[src/rtl/stair_pkg.sv]
package stair_pkg;
  localparam int unsigned NUM_SEG = 7;
  localparam int unsigned SEG_W   = 3;

  typedef logic [1:0]       mag_t;
  typedef logic [2:0]       gate_t;
  typedef logic [SEG_W-1:0] seg_t;

  // symmetric staircase: rise on segments 0..3, fall on 4..6
  function automatic mag_t seg_to_mag(seg_t seg);
    if (seg <= seg_t'(3)) return mag_t'(seg);
    return mag_t'(seg_t'(NUM_SEG - 1) - seg);
  endfunction

  // bit2 = A, bit1 = B, bit0 = C
  function automatic gate_t mag_to_gate(mag_t m);
    case (m)
      2'd3:    return 3'b101;
      2'd2:    return 3'b011;
      2'd1:    return 3'b110;
      default: return 3'b000;
    endcase
  endfunction
endpackage

[src/rtl/stair_seg_timer.sv]
module stair_seg_timer
  import stair_pkg::*;
#(
  parameter int unsigned SEG_TICKS = 357143,
  parameter int unsigned TW        = $clog2(SEG_TICKS + 1)
) (
  input  logic          clk_i,
  input  logic          rst_ni,
  input  logic          run_i,
  output logic [TW-1:0] tick_o,
  output seg_t          seg_o,
  output logic          neg_o
);
  localparam logic [TW-1:0] TICK_LAST = TW'(SEG_TICKS - 1);
  localparam seg_t          SEG_LAST  = seg_t'(NUM_SEG - 1);

  logic [TW-1:0] tick_q;
  seg_t          seg_q;
  logic          neg_q;

  always_ff @(posedge clk_i or negedge rst_ni) begin
    if (!rst_ni) begin
      tick_q <= '0;
      seg_q  <= '0;
      neg_q  <= 1'b0;
    end else if (!run_i) begin
      tick_q <= '0;
      seg_q  <= '0;
      neg_q  <= 1'b0;
    end else if (tick_q == TICK_LAST) begin
      tick_q <= '0;
      if (seg_q == SEG_LAST) begin
        seg_q <= '0;
        neg_q <= ~neg_q;
      end else begin
        seg_q <= seg_q + seg_t'(1);
      end
    end else begin
      tick_q <= tick_q + TW'(1);
    end
  end

  assign tick_o = tick_q;
  assign seg_o  = seg_q;
  assign neg_o  = neg_q;

  p_seg_hold_r2: assert property (@(posedge clk_i) disable iff (!rst_ni)
    run_i && tick_q != TICK_LAST |=> seg_q == $past(seg_q) && tick_q == $past(tick_q) + TW'(1));
  p_seg_step_r2: assert property (@(posedge clk_i) disable iff (!rst_ni)
    run_i && tick_q == TICK_LAST |=> tick_q == '0 && seg_q != $past(seg_q));
  p_seg_range_r3: assert property (@(posedge clk_i) disable iff (!rst_ni)
    seg_q <= SEG_LAST);
  p_pol_hold_r5: assert property (@(posedge clk_i) disable iff (!rst_ni)
    run_i && !(seg_q == SEG_LAST && tick_q == TICK_LAST) |=> $stable(neg_q));
  p_idle_clear_r8: assert property (@(posedge clk_i) disable iff (!rst_ni)
    !run_i |=> tick_q == '0 && seg_q == '0 && !neg_q);
endmodule

[src/rtl/stair_level_enc.sv]
module stair_level_enc
  import stair_pkg::*;
(
  input  logic              run_i,
  input  seg_t              seg_i,
  input  logic              neg_i,
  output gate_t             gate_o,
  output logic signed [2:0] level_o
);
  mag_t       mag;
  logic [2:0] mag_ext;

  always_comb begin
    mag     = run_i ? seg_to_mag(seg_i) : 2'd0;
    mag_ext = {1'b0, mag};
    gate_o  = mag_to_gate(mag);
    level_o = neg_i ? 3'(-mag_ext) : mag_ext;
  end
endmodule

[src/rtl/stair_bridge_ctl.sv]
module stair_bridge_ctl
  import stair_pkg::*;
#(
  parameter int unsigned DEAD_TICKS = 250,
  parameter int unsigned TW         = 19
) (
  input  logic          clk_i,
  input  logic          rst_ni,
  input  logic          run_i,
  input  logic [TW-1:0] tick_i,
  input  seg_t          seg_i,
  input  logic          neg_i,
  output logic          pos_o,
  output logic          neg_o
);
  logic dead;

  generate
    if (DEAD_TICKS == 0) begin : g_no_dead
      assign dead = 1'b0;
    end else begin : g_dead
      assign dead = (seg_i == '0) && (tick_i < TW'(DEAD_TICKS));
    end
  endgenerate

  assign pos_o = run_i && !neg_i && !dead;
  assign neg_o = run_i &&  neg_i && !dead;

  p_pairs_excl_r7: assert property (@(posedge clk_i) disable iff (!rst_ni)
    !(pos_o && neg_o));
  p_pos_gap_r7: assert property (@(posedge clk_i) disable iff (!rst_ni)
    $rose(pos_o) |-> !$past(neg_o));
  p_neg_gap_r7: assert property (@(posedge clk_i) disable iff (!rst_ni)
    $rose(neg_o) |-> !$past(pos_o));
endmodule

[src/rtl/stair_gate_seq.sv]
module stair_gate_seq
  import stair_pkg::*;
#(
  parameter int unsigned SEG_TICKS  = 357143,
  parameter int unsigned DEAD_TICKS = 250
) (
  input  logic              clk_i,
  input  logic              rst_ni,
  input  logic              en_i,
  output logic [2:0]        lvl_gate_o,
  output logic              pair_pos_o,
  output logic              pair_neg_o,
  output logic signed [2:0] level_o
);
  localparam int unsigned TW = $clog2(SEG_TICKS + 1);

  logic          run_q;
  logic [TW-1:0] tick;
  seg_t          seg;
  logic          neg_half;

  always_ff @(posedge clk_i or negedge rst_ni) begin
    if (!rst_ni) run_q <= 1'b0;
    else         run_q <= en_i;
  end

  stair_seg_timer #(.SEG_TICKS(SEG_TICKS), .TW(TW)) u_timer (
    .clk_i  (clk_i),
    .rst_ni (rst_ni),
    .run_i  (run_q),
    .tick_o (tick),
    .seg_o  (seg),
    .neg_o  (neg_half)
  );

  stair_level_enc u_enc (
    .run_i   (run_q),
    .seg_i   (seg),
    .neg_i   (neg_half),
    .gate_o  (lvl_gate_o),
    .level_o (level_o)
  );

  stair_bridge_ctl #(.DEAD_TICKS(DEAD_TICKS), .TW(TW)) u_bridge (
    .clk_i  (clk_i),
    .rst_ni (rst_ni),
    .run_i  (run_q),
    .tick_i (tick),
    .seg_i  (seg),
    .neg_i  (neg_half),
    .pos_o  (pair_pos_o),
    .neg_o  (pair_neg_o)
  );

  p_idle_off_r1: assert property (@(posedge clk_i) disable iff (!rst_ni)
    !en_i |=> lvl_gate_o == 3'b000 && !pair_pos_o && !pair_neg_o && level_o == 3'sd0);
  p_gate_legal_r4: assert property (@(posedge clk_i) disable iff (!rst_ni)
    $countones(lvl_gate_o) != 1 && $countones(lvl_gate_o) != 3);
  p_sign_match_r5: assert property (@(posedge clk_i) disable iff (!rst_ni)
    (pair_pos_o |-> !level_o[2]) and (pair_neg_o |-> (level_o == 3'sd0 || level_o[2])));
endmodule

[config.mk]
export PLATFORM = sky130hd
export DESIGN_NAME = stair_gate_seq
export DESIGN_NICKNAME = d
export VERILOG_FILES = /design/src/rtl/stair_pkg.sv /design/src/rtl/stair_seg_timer.sv /design/src/rtl/stair_level_enc.sv /design/src/rtl/stair_bridge_ctl.sv /design/src/rtl/stair_gate_seq.sv
export SDC_FILE = /design/constraint.sdc
export NUM_CORES = 1
export LEC_CHECK = 0
export CORE_MARGIN = 2
export CORE_UTILIZATION = 62
export DETAILED_ROUTE_END_ITERATION = 7
export PLACE_DENSITY_LB_ADDON = 0.05
export SLEW_MARGIN = 40
export SYNTH_ARGS = -nofsm -noshare
export SYNTH_HDL_FRONTEND = slang
export SYNTH_SLANG_ARGS = --single-unit
[constraint.sdc]
create_clock -name clk_i -period 3 [get_ports clk_i]
set_input_delay 0.45 -clock clk_i [delete_from_list [all_inputs] [get_ports clk_i]]
set_output_delay 0.45 -clock clk_i [all_outputs]
set_load 0.01 [all_outputs]
Word-level counts from Yosys, hierarchy flattened
Cells that the tools add are included.
{"block": "totals", "reg_bits": 24, "latchBits": 0, "ram_bits": 0, "rom_bits": 0, "in_bits": 3, "output_inout_bits": 8, "wordCells": 41, "n_memories": 0}
{"block": "classes", "add_sub_neg": 4, "mul": 0, "div": 0, "n_lt_le_gt_ge": 2, "n_eq_ne": 7, "n_shift": 0, "mux": 14, "bitwise_logic": 1, "n_reduce_logical": 9}
{"op": "$mux W19", "n": 2}
{"op": "$add A19 B1 Y19 const B", "n": 1}
{"op": "$eq A19 B19 Y1 const B", "n": 1}
{"op": "$lt A19 B8 Y1 const B", "n": 1}
{"op": "$mux W3", "n": 4}
{"op": "$pmux W3 S3", "n": 1}
{"op": "$mux W2", "n": 3}
{"op": "$logic_and A1 B1 Y1", "n": 5}
{"op": "$eq A2 B2 Y1 const B", "n": 2}
{"op": "$mux W1", "n": 4}
{"op": "$ne A2 B1 Y1 const B", "n": 2}
{"op": "$add A3 B1 Y3 const B", "n": 1}
{"op": "$eq A3 B3 Y1 const B", "n": 1}
{"op": "$le A3 B2 Y1 const B", "n": 1}
{"op": "$logic_not A3 Y1", "n": 1}
{"op": "$neg A2 Y3", "n": 1}
{"op": "$eq A2 B1 Y1 const B", "n": 1}
{"op": "$logic_not A1 Y1", "n": 2}
{"op": "$reduce_and A2 Y1", "n": 1}
{"op": "$sub A2 B2 Y2 const A", "n": 1}
{"op": "$not A1 Y1", "n": 1}

Longest topological paths before layout
Gate-level depths: netlist of the first run.
{"block": "logic_depth", "ltp_word": 6, "mapped_depth": 9, "ltp_nobuf": 9}

By module
Synthesis of the first run repeated with hierarchy kept, for this count alone.
{"block": "unflattened", "cells_unflattened": 157, "hier_area_um2": 1555.2}
{"mod": "stair_seg_timer", "instances": 1, "cells_each": 127, "area_per_inst_um2": 1300.0, "seq_area_each_um2": 575.6}
{"mod": "stair_level_enc", "instances": 1, "cells_each": 18, "area_per_inst_um2": 157.7, "seq_area_each_um2": 0.0}
{"mod": "stair_bridge_ctl", "instances": 1, "cells_each": 11, "area_per_inst_um2": 72.6, "seq_area_each_um2": 0.0}
{"mod": "stair_gate_seq", "instances": 1, "cells_each": 1, "area_per_inst_um2": 25.0, "seq_area_each_um2": 25.0}

Worst setup path before layout of the first run
OpenSTA, ideal clock, no wires.
{"block": "synth_path", "kind": "flip-flop to output port", "from": "reg u_timer.seg_q[0], in the netlist u_timer.seg_o[0]", "to": "out level_o[1]", "arrival_ns": 1.776, "path_slack_ns": 0.774, "stages_incl_launch_ff": 8, "path_buffers": 0, "cell_sequence": "dfrtp_1 > ha_1 > ha_1 > o21a_1 > o21ai_0 > ha_1 > nand2_1 > o21ai_0"}
{"block": "synth_between", "elab_chain_len": 6}
{"element": "from (decl)", "line": "stair_seg_timer.sv:18", "source": "seg_t seg_q;"}
{"element": "from (signal assigned)", "line": "stair_seg_timer.sv:36", "source": "seg_q <= seg_q + seg_t'(1);"}
{"element": "$le A3 B2 Y1", "line": "stair_pkg.sv:11", "source": "if (seg <= seg_t'(3)) return mag_t'(seg);"}
{"element": "$mux W1", "line": "stair_pkg.sv:11"}
{"element": "$mux W2 (*)", "line": "stair_pkg.sv:12", "source": "return mag_t'(seg_t'(NUM_SEG - 1) - seg);"}
{"element": "$mux W2 (*)", "line": "stair_level_enc.sv:14", "source": "mag = run_i ? seg_to_mag(seg_i) : 2'd0;"}
{"element": "$neg A2 Y3", "line": "stair_level_enc.sv:17", "source": "level_o = neg_i ? 3'(-mag_ext) : mag_ext;"}
{"element": "$mux W3 (*)", "line": "stair_level_enc.sv:17"}
{"element": "to (decl)", "line": "stair_gate_seq.sv:13", "source": "output logic signed [2:0] level_o"}
Every way passes the cells marked *; elsewhere a longest branch is shown, timed or not. The select of a mux whose other input is x is not followed.

Worst setup path in the final report of the first run
{"block": "layout_path", "from": "reg u_timer.seg_q[1], in the netlist u_timer.seg_o[1]", "to": "out lvl_gate_o[1]"}
{"block": "layout_between", "elab_chain_len": 6}
{"element": "$le A3 B2 Y1", "line": "stair_pkg.sv:11"}
{"element": "$mux W1", "line": "stair_pkg.sv:11"}
{"element": "$mux W2 (*)", "line": "stair_pkg.sv:12"}
{"element": "$mux W2 (*)", "line": "stair_level_enc.sv:14"}
{"element": "$eq A2 B1 Y1 or $eq A2 B2 Y1 (tied branches)", "line": "stair_pkg.sv:17", "source": "case (m)"}
{"element": "$pmux W3 S3 (*)", "line": "stair_pkg.sv:17"}
{"element": "to (decl)", "line": "stair_gate_seq.sv:10", "source": "output logic [2:0] lvl_gate_o,"}
Marks and branches as above.

==> metrics.csv, run 1 <==
stage,metric,value,unit
route,drt wl/cell,14.6,um
route,initial DRC count,32,
place,DP HPWL,2100,um
timing,clock skew,0.00517,ns
place,port bufs,10,
cts,total CTS buffers,3,
cts,"CTS clk-pin slew, worst paths",0.13,ns
floorplanning,DIE HEIGHT,53.0,um
route,drt drc,0,
grt,largest net degree at the start of global routing,25,
worst_setup_path,largest fanout on the critical path,4,
grt,first-pass GRT wire length,5030,um
synth,Synthesized Nets,173,
power,Pwr Total,531,uW
worst_setup_path,most frequent CP cell,ha_1,
timing,"Slew Viols, Final",0,
timing,Final Critical Period,2.89,ns
timing,Tightest Pin Transition,0.667,ns
power,Leak,0.696,nW
worst_setup_path,Crit-path slowest cell,clkdlybuf4s50_1,
timing,Relative slew margins,55.5,%
timing,setup TNS,0,ns
worst_setup_path,"Cell Chain, Critical Path","ha_1, ha_1, nand2b_1, a21oi_1, o21ai_2, ha_1, clkdlybuf4s50_1",
synth,syn avg cell area,9.35,um2
place,gpl congestion,0.863,
timing,"Hold Violations, Final",0,
timing,RSZ-0062 raised after global routing,no,
route,post-route ant nets,0,
synth,Synth cell types,35,
route,DR pass1 iterations,4,
layout,most frequent cells in the layout,"29 x nor2_1, 24 x dfrtp_1, 11 x xnor2_1, 11 x ha_1",
place,pre-CTS WS,0.241,ns
timing,Max Fclk,346,MHz
synth,post-synthesis cell area,0.00149,mm2
worst_setup_path,WS Path Type,reg -> out,
floorplanning,Starting Density,66.6,%
layout,final core occ,73.7,%
worst_setup_path,Critical Path End Type,output port,
place,placed insts,193,
synth,Ys Warns,0,
layout,Multi-input gate area,806,um2
layout,Non-Filler Instances,199,
grt,initial antenna violation count,0,
synth,synthesized-area fraction occupied by and/or/nand/nor cells,27.6,%
layout,post-route design area,0.00165,mm2
cts,Root Driver,clkbuf_4,
synth,largest family of logic cells by synthesized area,simple AND/OR/NAND/NOR gates,
layout,P&R area growth vs syn,10.8,%
grt,grt ovf,0,
route,Via density,5.93,
layout,"commonest non-fill, non-tap cell in the layout",nor2_1,
flow_run,max-cap violations,0,
power,PwrDens,322,mW/mm2
grt,vias in the first global route,1123,
cts,clk_lat worst skew,0.32,ns
cts,H-tree level count,1,
layout,antenna cell count,0,
floorplanning,I/O pin count,11,
synth,Post-Syn Instances,159,
worst_setup_path,CP Launch Type,register,
worst_setup_path,Top delay family on crit path,adder cells,
run_status,status,completed,
worst_setup_path,worst path bufs/invs,1,
synth,post-synthesis mux area share,3.37,%
worst_setup_path,Critical Path RT,2.55,ns
worst_setup_path,CP max stage delay,0.54,ns
layout,register area,601,um2
timing,final setup vio count,0,
synth,register area share after synthesis,40.4,%
synth,Post-Synth Adder-Cell Area,9.26,%
synth,Seq cells post-synth,24,
hold_path,worst hold path type,in -> async,
layout,fill cell count,163,
floorplanning,# rows,17,
worst_setup_path,Critical Path AT,2.44,ns
place,Placed Instance Area,0.00159,mm2
timing,Hold Slack,0.463,ns
route,total wire length,2910,um
layout,Layout Nets,186,
timing,final worst path period share,96.2,%
cts,Clock Sinks,24,
route,vias post-DR,1180,
cts,Max clock buf depth,2,
floorplanning,die width,53.0,um
floorplanning,Die ar.,0.00281,mm2
synth,xor and xnor area share after synthesis,8.25,%
cts,CTS tree,built,
synth,post-synthesis compound-gate area fraction,5.47,%
grt,total track usage,25.0,%
layout,layout cells sized above 1,8.77,%
power,Max VDD drop,0.000299,V
floorplanning,core area,0.00223,mm2
timing,Final WS setup,0.113,ns
-- routing by layer --
metal / global-route usage, % / wire length, um / vias up
li1: - / - / 572
met1: 34.2 / 1300 / 567
met2: 39.6 / 1410 / 34
met3: 3.39 / 130 / 7
met4: 10.7 / 65 / 0
met5: 0 / 0 / -
-- flip-flops by register name (all words and copies together) (netlist names) --
signal and cells:
u_timer.seg_o 3, run_q 1, u_timer.neg_o 1, u_timer.tick_o 19
-- power by group --
part / internal, mW / switching [mW]
sequential: 0.327 / 0.00623
combinational: 0.00873 / 0.0162
clock: 0.0743 / 0.0981
total: 0.410 / 0.121
-- worst paths after layout --
kind / from / to / slack (ns) / cells after the start
setup / recovery: u_timer.seg_o[1]$_DFFE_PN0P_ / lvl_gate_o[1] / 0.11 / 7
hold / removal: rst_ni / u_timer.tick_o[18]$_DFF_PN0_ / 0.46 / 2
setup reg to reg: u_timer.tick_o[11]$_DFF_PN0_ / u_timer.tick_o[4]$_DFF_PN0_ / 1.07 / 4
hold reg to reg: u_timer.tick_o[0]$_DFF_PN0_ / u_timer.tick_o[0]$_DFF_PN0_ / 0.51 / 1
max in group asynchronous: rst_ni / u_timer.tick_o[1]$_DFF_PN0_ / 2.30 / 2
min in group clk_i: u_timer.tick_o[0]$_DFF_PN0_ / u_timer.tick_o[0]$_DFF_PN0_ / 0.51 / 1
-- cell type report --
class,count,area share (%)
Tap cell,28,2.13
Multi-Input combinational cell,119,48.9
Inverter,10,2.28
Sequential cell,24,36.5
Timing Repair Buffer,14,7.98
Clock buffer,4,2.20
-- synth_stat cells, drive strengths merged --
| master | number | share of area, % |
|---|---|---|
| nor2 | 29 | 7.3 |
| dfrtp | 24 | 40 |
| ha | 11 | 9.3 |
| xnor2 | 11 | 6.5 |
| inv | 10 | 2.5 |
| nand2 | 10 | 2.5 |
| nand3 | 10 | 4.5 |
| nor4 | 7 | 2.9 |
| nor3 | 6 | 2.0 |
| o21ai | 6 | 2.3 |
| mux2i | 5 | 3.4 |
| nand4 | 5 | 3.1 |
| a21oi | 3 | 1.0 |
| xor2 | 3 | 1.8 |
| and4b | 2 | 1.4 |
| buf | 2 | 1.0 |
| clkbuf | 2 | 0.59 |
| clkdlybuf4s15 | 2 | 1.5 |
| and3 | 1 | 0.42 |
| and4 | 1 | 0.59 |
| nand2b | 1 | 0.42 |
| nand3b | 1 | 0.51 |
| nor4b | 1 | 0.59 |
| o211ai | 1 | 0.51 |
| o21a | 1 | 0.51 |
| o311ai | 1 | 0.59 |
| o41ai | 1 | 0.59 |
| or3 | 1 | 0.42 |
| or4 | 1 | 0.76 |
-- kinds of logic after synthesis --
kind of cell             Yosys count
AO/OA/AOI/OAI                     13
multiplexers                       5
flip-flops                        24
adder cells (fa/ha/maj)           11
XOR/XNOR                          14
AND/OR/NAND/NOR                   76
buffers and inverters             16
-- worst register-to-register path: cells and delay by family, from the launching register on --
family,cells,cell delay [ns]
flops,1,0.48
compound gates,1,0.58
simple gates,3,0.75
-- timing repair --
item	CTS	global route
resized for setup	2	2
hold buffers	0	0
endpoints found under the setup margin	2	3
setup buffers	1	1
Note: power is estimated with default switching activity, not from simulation.
==> run 2, diff against run 1 <==
--- a/config.mk
+++ b/config.mk
@@ -5,8 +5,9 @@
 export SDC_FILE = /design/constraint.sdc
 export NUM_CORES = 1
 export LEC_CHECK = 0
+export CORE_ASPECT_RATIO = 1.75
 export CORE_MARGIN = 2
-export CORE_UTILIZATION = 62
+export CORE_UTILIZATION = 60
 export DETAILED_ROUTE_END_ITERATION = 7
 export PLACE_DENSITY_LB_ADDON = 0.05
 export SLEW_MARGIN = 40
==> run 2 against run 1 <==
Effect of this change: maximum frequency up 1.4%; design area up 1.1%; sequential cell count unchanged; non-clock buffer count unchanged; first-iteration DRC count down 31%; global-route usage down 2.3 points; cell count down 1.5%; highest routed layer unchanged; power up 8.4%; sequential share of layout area down 0.41 points; clock power up 27%.
==> metrics.csv, run 2 (synthesis gave the netlist of run 1 again) <==
stage,metric,value,unit,change
run_status,status,completed,,
route,vias post-DR,1194,,+1.2%
worst_setup_path,Top delay family on crit path,adder cells,,
floorplanning,# rows,23,,+6
grt,first-pass GRT wire length,5180,um,+3.0%
cts,total CTS buffers,3,,unchanged
worst_setup_path,Critical Path AT,2.40,ns,-0.04 ns
route,DR pass1 iterations,4,,unchanged
layout,most frequent cells in the layout,"29 x nor2_1, 24 x dfrtp_1, 11 x xnor2_1, 11 x ha_1",,
grt,initial antenna violation count,0,,unchanged
cts,CTS tree,built,,
timing,final worst path period share,94.9,%,-1.3 points
route,drt drc,0,,unchanged
cts,Root Driver,clkbuf_8,,
layout,P&R area growth vs syn,12.0,%,
cts,clk_lat worst skew,0.27,ns,-0.05 ns
place,Placed Instance Area,0.00158,mm2,-0.71%
layout,post-route design area,0.00167,mm2,+1.1%
place,port bufs,10,,unchanged
layout,Multi-input gate area,810,um2,+0.47%
power,PwrDens,346,mW/mm2,+7.2%
timing,RSZ-0062 raised after global routing,no,,
floorplanning,die width,41.6,um,-21%
floorplanning,Starting Density,63.8,%,-2.8 points
power,Max VDD drop,0.000252,V,-16%
place,DP HPWL,2220,um,+5.6%
timing,"Hold Violations, Final",0,,unchanged
worst_setup_path,CP Launch Type,register,,
worst_setup_path,WS Path Type,reg -> out,,
timing,"Slew Viols, Final",0,,unchanged
grt,largest net degree at the start of global routing,25,,unchanged
grt,total track usage,22.7,%,-2.3 points
timing,Relative slew margins,54.6,%,-0.97 points
place,pre-CTS WS,0.177,ns,-0.0637 ns
timing,final setup vio count,0,,unchanged
worst_setup_path,largest fanout on the critical path,5,,+1
worst_setup_path,Crit-path slowest cell,clkdlybuf4s50_1,,
timing,Final Critical Period,2.85,ns,-0.0401 ns
grt,grt ovf,0,,unchanged
worst_setup_path,Critical Path RT,2.55,ns,about the same
timing,Hold Slack,0.507,ns,+0.0437 ns
layout,"commonest non-fill, non-tap cell in the layout",nor2_1,,
layout,register area,601,um2,unchanged
layout,Layout Nets,186,,unchanged
flow_run,max-cap violations,0,,unchanged
timing,Final WS setup,0.153,ns,+0.0401 ns
place,placed insts,189,,-2.1%
layout,layout cells sized above 1,9.36,%,+0.58 points
layout,Non-Filler Instances,196,,-1.5%
power,Leak,0.704,nW,+1.2%
layout,final core occ,71.4,%,-2.3 points
floorplanning,Die ar.,0.00291,mm2,+3.6%
floorplanning,I/O pin count,11,,unchanged
worst_setup_path,worst path bufs/invs,1,,unchanged
power,Pwr Total,575,uW,+8.4%
route,total wire length,3000,um,+3.2%
grt,vias in the first global route,1207,,+7.5%
hold_path,worst hold path type,reg -> reg,,
floorplanning,core area,0.00233,mm2,+4.4%
cts,"CTS clk-pin slew, worst paths",0.08,ns,-0.05 ns
place,gpl congestion,0.829,,-3.9%
timing,setup TNS,0,ns,unchanged
layout,max reg flops,19,,unchanged
timing,Tightest Pin Transition,0.675,ns,+0.00844 ns
route,initial DRC count,22,,-31%
timing,clock skew,0.00429,ns,-0.000883 ns
worst_setup_path,CP max stage delay,0.54,ns,about the same
route,post-route ant nets,0,,unchanged
worst_setup_path,"Cell Chain, Critical Path","ha_1, ha_1, nand2b_1, a21oi_2, o21ai_2, ha_1, clkdlybuf4s50_1",,
cts,H-tree level count,1,,unchanged
route,Via density,6.09,,+2.7%
route,drt wl/cell,15.3,um,+4.7%
layout,fill cell count,194,,+19%
timing,Max Fclk,351,MHz,+1.4%
worst_setup_path,most frequent CP cell,ha_1,,
layout,antenna cell count,0,,unchanged
floorplanning,DIE HEIGHT,69.8,um,+32%
cts,Max clock buf depth,2,,unchanged
worst_setup_path,Critical Path End Type,output port,,
cts,Clock Sinks,24,,unchanged
[run 2: path summary, 6_finish.rpt]
| check | depth (start not counted) | slack, ns | from | end |
|---|---|---|---|---|
| min | 1 | 0.51 | u_timer.tick_o[0]$_DFF_PN0_ | u_timer.tick_o[0]$_DFF_PN0_ |
| max in group asynchronous | 2 | 2.22 | rst_ni | u_timer.seg_o[0]$_DFFE_PN0P_ |
| max | 7 | 0.15 | u_timer.seg_o[0]$_DFFE_PN0P_ | lvl_gate_o[1] |
| min in group asynchronous | 2 | 0.54 | rst_ni | u_timer.tick_o[4]$_DFF_PN0_ |
| min reg2reg | 1 | 0.51 | u_timer.tick_o[0]$_DFF_PN0_ | u_timer.tick_o[0]$_DFF_PN0_ |
| max reg2reg | 4 | 1.03 | u_timer.tick_o[11]$_DFF_PN0_ | u_timer.tick_o[5]$_DFF_PN0_ |
[run 2: timing repair]
item | in CTS | in global routing
hold buffers | 0 | 0
resized for setup | 2 | 3
endpoints found under the setup margin | 2 | 1
hold endpoints to repair | 0 | 0
buffers inserted | 0 | 3
cloned | 0 | 0
[run 2: report_power, final]
part	switching, mW	internal, mW	total, mW
sequential	0.00762	0.327	0.335
combinational	0.0148	0.00818	0.0229
clock	0.101	0.117	0.218
total	0.123	0.452	0.575
[run 2: worst register-to-register path, delay by kind of cell, from the launching register on]
family           cells  cell delay [ns]
AND/OR/NAND/NOR      3             0.79
AO/OA/AOI/OAI        1             0.59
flip-flops           1             0.46
[run 2: layer usage]
| metal | share of wire, % | GRT usage, % |
|---|---|---|
| met3 | 2.7 | 2.34 |
| met2 | 57 | 41.5 |
| met4 | 2.7 | 11.1 |
| met1 | 38 | 25.0 |
| met5 | 0 | 0 |
[run 2: cell type report]
type                    count  area share, %
multi-input cells         119           48.6
flip-flops and latches     24           36.1
repair buffers             14           7.89
clock buffers               4           3.31
inverters                  10           2.25
well taps                  25           1.88
